`src/rtl/sram_async_ctrl.sv`:
```
`timescale 1ns/1ps
module sram_async_ctrl #(
  parameter int AW             = 19,
  parameter int DW             = 8,
  parameter int CLK_PERIOD_NS  = 20,
  parameter int T_RD_CYCLE_NS  = 55,
  parameter int T_ACCESS_NS    = 55,
  parameter int T_OE_ACCESS_NS = 25,
  parameter int T_WE_PULSE_NS  = 40,
  parameter int T_CS_WR_NS     = 45,
  parameter int T_ADDR_WR_NS   = 45,
  parameter int T_DSETUP_NS    = 25,
  parameter int T_HIZ_NS       = 20,
  parameter int T_WR_CYCLE_NS  = 55
) (
  input  logic          clk,
  input  logic          rst_n,
  input  logic          req,
  input  logic          we,
  input  logic [AW-1:0] addr,
  input  logic [DW-1:0] wdata,
  output logic          ready,
  output logic          rvalid,
  output logic [DW-1:0] rdata,
  output logic [AW-1:0] mem_addr,
  output logic          mem_cs_n,
  output logic          mem_we_n,
  output logic          mem_oe_n,
  output logic [DW-1:0] mem_dq_o,
  output logic          mem_dq_oe,
  input  logic [DW-1:0] mem_dq_i
);

  function automatic int cyc(input int ns);
    return (ns + CLK_PERIOD_NS - 1) / CLK_PERIOD_NS;
  endfunction

  function automatic int imax(input int a, input int b);
    return (a > b) ? a : b;
  endfunction

  localparam int HZ_CYC   = cyc(T_HIZ_NS);
  localparam int DS_CYC   = cyc(T_DSETUP_NS);
  localparam int RD_CYC   = imax(1, imax(cyc(T_RD_CYCLE_NS), imax(cyc(T_ACCESS_NS), cyc(T_OE_ACCESS_NS))));
  localparam int WR_CYC   = imax(1, imax(imax(cyc(T_WE_PULSE_NS), cyc(T_CS_WR_NS)),
                                 imax(imax(cyc(T_ADDR_WR_NS), cyc(T_WR_CYCLE_NS)), HZ_CYC + DS_CYC)));
  localparam int TURN_CYC = imax(1, HZ_CYC);
  localparam int MAXC     = imax(RD_CYC, imax(WR_CYC, TURN_CYC));
  localparam int CNT_W    = (MAXC < 2) ? 1 : $clog2(MAXC + 1);

  typedef enum logic [1:0] {S_IDLE, S_RD, S_WR, S_TURN} st_t;

  st_t              st;
  logic [CNT_W-1:0] cnt;

  assign ready = (st == S_IDLE);

  always_ff @(posedge clk or negedge rst_n) begin
    if (!rst_n) begin
      st        <= S_IDLE;
      cnt       <= '0;
      mem_addr  <= '0;
      mem_cs_n  <= 1'b1;
      mem_we_n  <= 1'b1;
      mem_oe_n  <= 1'b1;
      mem_dq_o  <= '0;
      mem_dq_oe <= 1'b0;
      rdata     <= '0;
      rvalid    <= 1'b0;
    end else begin
      rvalid <= 1'b0;
      case (st)
        S_IDLE: if (req) begin
          mem_addr <= addr;
          mem_cs_n <= 1'b0;
          if (we) begin
            mem_we_n  <= 1'b0;
            mem_dq_o  <= wdata;
            mem_dq_oe <= (HZ_CYC == 0);
            cnt       <= CNT_W'(WR_CYC - 1);
            st        <= S_WR;
          end else begin
            mem_oe_n <= 1'b0;
            cnt      <= CNT_W'(RD_CYC - 1);
            st       <= S_RD;
          end
        end
        S_RD: if (cnt == '0) begin
          rdata    <= mem_dq_i;
          rvalid   <= 1'b1;
          mem_cs_n <= 1'b1;
          mem_oe_n <= 1'b1;
          cnt      <= CNT_W'(TURN_CYC - 1);
          st       <= S_TURN;
        end else begin
          cnt <= cnt - 1'b1;
        end
        S_WR: if (cnt == '0) begin
          mem_cs_n  <= 1'b1;
          mem_we_n  <= 1'b1;
          mem_dq_oe <= 1'b0;
          st        <= S_IDLE;
        end else begin
          cnt <= cnt - 1'b1;
          if (cnt == CNT_W'(WR_CYC - HZ_CYC)) mem_dq_oe <= 1'b1;
        end
        S_TURN: if (cnt == '0) st <= S_IDLE;
                else cnt <= cnt - 1'b1;
        default: st <= S_IDLE;
      endcase
    end
  end

  logic [7:0] we_lo, dq_run;
  always_ff @(posedge clk or negedge rst_n) begin
    if (!rst_n) begin
      we_lo  <= '0;
      dq_run <= '0;
    end else begin
      we_lo  <= mem_we_n  ? 8'd0 : ((we_lo  == 8'hFF) ? we_lo  : we_lo  + 8'd1);
      dq_run <= !mem_dq_oe ? 8'd0 : ((dq_run == 8'hFF) ? dq_run : dq_run + 8'd1);
    end
  end

  p_idle_quiet_r1: assert property (@(posedge clk) disable iff (!rst_n)
    ready |-> (mem_cs_n && mem_we_n && mem_oe_n && !mem_dq_oe));

  p_read_strobes_r2: assert property (@(posedge clk) disable iff (!rst_n)
    !mem_oe_n |-> (mem_we_n && !mem_cs_n && !mem_dq_oe));

  p_rvalid_pulse_r3: assert property (@(posedge clk) disable iff (!rst_n)
    rvalid |=> !rvalid);

  p_rvalid_after_read_r3: assert property (@(posedge clk) disable iff (!rst_n)
    rvalid |-> ($past(!mem_oe_n) && mem_oe_n));

  p_write_strobes_r4: assert property (@(posedge clk) disable iff (!rst_n)
    !mem_we_n |-> (!mem_cs_n && mem_oe_n));

  p_we_width_r4: assert property (@(posedge clk) disable iff (!rst_n)
    $rose(mem_we_n) |-> (int'(we_lo) >= WR_CYC));

  p_drive_in_write_r5: assert property (@(posedge clk) disable iff (!rst_n)
    mem_dq_oe |-> !mem_we_n);

  p_drive_after_hiz_r5: assert property (@(posedge clk) disable iff (!rst_n)
    $rose(mem_dq_oe) |-> (int'(we_lo) >= HZ_CYC));

  p_data_setup_r5: assert property (@(posedge clk) disable iff (!rst_n)
    $rose(mem_we_n) |-> (int'(dq_run) >= DS_CYC));

  p_turnaround_r6: assert property (@(posedge clk) disable iff (!rst_n)
    $rose(mem_oe_n) |-> !ready);

  p_accept_r7: assert property (@(posedge clk) disable iff (!rst_n)
    (req && ready) |=> !ready);

endmodule

```
`config.mk`:
```
export PLATFORM = sky130hd
export DESIGN_NAME = sram_async_ctrl
export DESIGN_NICKNAME = d
export VERILOG_FILES = /design/src/rtl/sram_async_ctrl.sv
export SDC_FILE = /design/constraint.sdc
export NUM_CORES = 1
export LEC_CHECK = 0
export CORE_MARGIN = 5
export CORE_UTILIZATION = 43
export DETAILED_ROUTE_END_ITERATION = 10
export PLACE_DENSITY_LB_ADDON = 0.1
export SYNTH_ARGS = -nofsm -noshare
export SYNTH_HDL_FRONTEND = slang
export SYNTH_SLANG_ARGS = --single-unit
```
`constraint.sdc`:
```
create_clock -name clk -period 2 [get_ports clk]
set_input_delay 0.6 -clock clk [delete_from_list [all_inputs] [get_ports clk]]
set_output_delay 0.6 -clock clk [all_outputs]
set_load 0.01 [all_outputs]
```
==> impl_summary.log <==
INFO  metric yosys-mux-area-fraction = 0.2133
INFO  metric grt_overflow_total = 0
INFO  metric p_per_area = 1530 nW/um2
INFO  metric worst_ep_arrival_time = between 1 and 1.5 ns
INFO  metric synthesis.area = just under 2000 um2
INFO  metric critical_path_class = flop to output port
INFO  metric synth_top_flop_cell = sky130_fd_sc_hd__dfrtp_1
INFO  metric ioPinCount = 80
INFO  metric tritoncts = done
INFO  metric synthCells = approximately 140
INFO  metric seq_area_frac_synth = 0.5657
INFO  metric wl_final = 4.605 mm
INFO  metric synth-edff-count = 0
INFO  metric hold_viol = 0
INFO  metric synth-async-reset-ratio = 1.000
INFO  metric timing.critical_path.slowest_cell_delay = ~0.54 ns
INFO  metric cp_num_buf_inv = 1
INFO  metric period_share = 0.9827
INFO  metric synth_top_area_share = 0.5253
INFO  metric grt_pass1_vias = between 1500 and 2000
INFO  metric synth_fa_ha_area_frac = 0.06406
INFO  metric crit_required = 1.40 ns
INFO  metric synth-seq-cells = 44
INFO  metric via_count = 1472
INFO  metric power.internal = 3.003 mW
INFO  metric port_buffers = 79
INFO  metric grt_pass1_wl = about 7.7 mm
INFO  metric cts_root_buffer = sky130_fd_sc_hd__clkbuf_8
INFO  metric post-route-drc-count = 0
INFO  metric slew_headroom = 0.6460
INFO  metric maxClockFrequency = slightly above 500 MHz
INFO  metric cts_hold_repair.buffers = 0
INFO  metric die-height = 77.40 um
INFO  metric total_switching_power = between 1 and 1.5 mW
INFO  metric min_path_type = input port to asynchronous set/reset pin
INFO  metric switching_share = 0.3326
INFO  metric ys.warnings.count = 0
INFO  metric clock_power_share = 0.119
INFO  metric drtPass1Iterations = 4
INFO  metric period_needed = between 1.5 and 2 ns
INFO  metric power.total = about 4.5 mW
INFO  metric outcome = completed
INFO  metric numCtsBuffers = 5
INFO  metric power_frac_comb = 0.525
INFO  metric synth_simple_gate_area_share = 0.04933
INFO  metric synthXorXnorAreaFrac = 0
INFO  metric finalSetupTns = 0 ns
INFO  metric vdd_ir_drop_max = 0.7930 mV
INFO  metric place_congestion = 0.8395
INFO  metric fin_util = 0.6709
INFO  metric maxCapViolations = 0
INFO  metric crit_path_max_fanout = 2
INFO  metric grt_setup_unrepaired = no
INFO  metric cts.htree.levels = 2
INFO  metric worst_setup_path_start_kind = flop
INFO  metric pin_count_of_the_biggest_net_entering_global_routing = 24
INFO  metric setup_viol = 0
INFO  metric post_drt_antenna_nets = 0
INFO  metric worst_path_max_delay_cell = sky130_fd_sc_hd__dfstp_2
INFO  metric clk_lat_worst_skew = 0.29 ns
INFO  metric antenna_cells_inserted = 0
INFO  metric ff2ff_setup_slack = around 0.3 ns
INFO  metric ctsLongestPathBuffers = 2
INFO  metric largest_family_of_logic_cells_by_synthesized_area = multiplexers
INFO  metric crit_chain = clkdlybuf4s50_1
INFO  metric yosys.area.top_type = sky130_fd_sc_hd__dfrtp_1
INFO  metric initial_utilization = 0.4455
INFO  metric share_seq_of_total_power = 0.356
INFO  metric antenna_found_initial = 0
INFO  metric finalClockSkew = 0.009799 ns
INFO  metric detailedRoute.firstIterationViolations = 47
INFO  metric area_growth_syn_to_layout = 50.61%
INFO  metric max_slew.worst_pin.slew = around 0.53 ns
INFO  metric cts.clk_slew.worst_paths = roughly 0.08 ns
INFO  metric path_delay_family = flip-flops
INFO  metric post_synth_most_frequent_cells = 41 x sky130_fd_sc_hd__dfrtp_1, 37 x sky130_fd_sc_hd__mux2_2, 10 x sky130_fd_sc_hd__ha_1
INFO  metric viasPerCell = around 5
INFO  metric cellLeakagePower = 1.292 nW
INFO  metric yosys.cell_types.count = 29
INFO  metric placement_rows = 24
INFO  metric cts_sinks = between 40 and 50
INFO  metric detailedPlacementHpwl = 3.622 mm
INFO  metric endpoint_kind = output port
INFO  metric slew_violations = 0
INFO  metric dieWidth = around 77 um
INFO  metric post-synth-top-count-cell = sky130_fd_sc_hd__dfrtp_1
INFO  metric die_footprint = between 5000 and 6000 um2
INFO  metric final_layout_size_suffix_gt1_frac = 0.2564
INFO  metric synth_area_per_cell = between 10 and 15 um2
INFO  metric postSynthNetCount = about 190
INFO  metric design.core.area = between 4000 and 5000 um2
INFO  metric finish.net_count = 282
INFO  metric yosys-top-cells-area = sky130_fd_sc_hd__dfrtp_1 53%, sky130_fd_sc_hd__mux2_2 21%, sky130_fd_sc_hd__ha_1 6.4%
INFO  metric global_route.usage.total = 0.1594
INFO  metric synth_compound_area_frac = 0.08008
INFO  metric route.detailed.wl_per_inst = ~16 um
[layout make-up]
cell class / count / area (um2)
Clock buffer: 6 / 72.57
Clock inverter: 2 / 12.51
Fill cell: 314 / 1443
Inverter: 9 / 33.78
Multi-Input combinational cell: 86 / 794.5
Sequential cell: 44 / 1105
Tap cell: 52 / 65.06
Timing Repair Buffer: 87 / 858.3
[power groups by stage]
stage	logic, mW	clock network [mW]	registers, mW
floorplan	0.984	0	1.78
global placement	2.30	0	1.58
detailed placement	2.37	0	1.63
CTS	2.37	0.562	1.61
global route	2.56	0.602	1.66
finish	2.36	0.537	1.60
[final timing paths]
path                                         startpoint                  endpoint  cells past startpoint
worst max-delay path               mem_cs_n$_DFFE_PN1P_                  mem_cs_n                      1
min in group clk                mem_addr[6]$_DFFE_PN0P_   mem_addr[6]$_DFFE_PN0P_                      1
worst min register to register  mem_addr[6]$_DFFE_PN0P_   mem_addr[6]$_DFFE_PN0P_                      1
max in group asynchronous                         rst_n      mem_cs_n$_DFFE_PN1P_                      2
worst min-delay path                              rst_n  mem_addr[18]$_DFFE_PN0P_                      1
worst max register to register       cnt[0]$_DFFE_PN0P_      rdata[6]$_DFFE_PN0P_                      4
[metal layers]
layer  wire length [um]  vias to the layer above  part of all wire  global-route usage
li1                   -                      683                 -                   -
met1               1738                      723              0.38              0.1766
met5                  0                        -                 0                   0
met2               2342                       55              0.51              0.2685
met4                 95                        0             0.021             0.05498
met3                428                       11             0.093             0.07523
[flip-flops by register name, summed over array words and instances, names as in the netlist]
| name | cells |
|---|---|
| mem_addr | 19 |
| mem_dq_o | 8 |
| rdata | 8 |
| cnt | 2 |
| st | 2 |
| mem_cs_n | 1 |
| mem_dq_oe | 1 |
| mem_oe_n | 1 |
| mem_we_n | 1 |
| rvalid | 1 |
[logic make-up (layout without fill, tap and decap cells)]
group / Yosys count / after routing
compound gates: 23 / 23
simple gates: 16 / 16
mux: 37 / 37
buf+inv: 13 / 104
flops: 44 / 44
fa+ha+maj: 10 / 10
[repair_timing]
action,in CTS,in global routing
buffers inserted,0,2
gates resized for setup,2,1
setup endpoints to repair,2,2
[through the flow]
| step | setup WS, ns | hold slack, ns | std cells | cell area, um2 |
|---|---|---|---|---|
| floorplan | 0.4454 | 0.3044 | 143 | 1953 |
| detailed placement | 0.1009 | 0.4929 | 276 | 2841 |
| global placement | 0.1243 | 0.4850 | 276 | 2841 |
| CTS | 0.003800 | 0.2827 | 284 | 2924 |
| finish | 0.03469 | 0.2740 | 286 | 2942 |
| global route | 0.008435 | 0.3080 | 286 | 2942 |
[layout by cell type, fill, tap and decap left out, types with 3 or more instances in the layout]
| cell type | netlist | routed |
|---|---|---|
| sky130_fd_sc_hd__nand2_1 | 5 | 5 |
| sky130_fd_sc_hd__clkbuf_8 | 0 | 5 |
| sky130_fd_sc_hd__a31oi_1 | 3 | 3 |
| sky130_fd_sc_hd__inv_1 | 9 | 9 |
| sky130_fd_sc_hd__buf_4 | 0 | 7 |
| sky130_fd_sc_hd__a21oi_1 | 3 | 3 |
| sky130_fd_sc_hd__o21ai_0 | 4 | 4 |
| sky130_fd_sc_hd__clkdlybuf4s50_1 | 0 | 75 |
| sky130_fd_sc_hd__ha_1 | 10 | 10 |
| sky130_fd_sc_hd__dfstp_2 | 3 | 3 |
| sky130_fd_sc_hd__dfrtp_1 | 41 | 41 |
| sky130_fd_sc_hd__mux2_2 | 37 | 37 |
No activity file was read; power rests on OpenSTA's default activity.
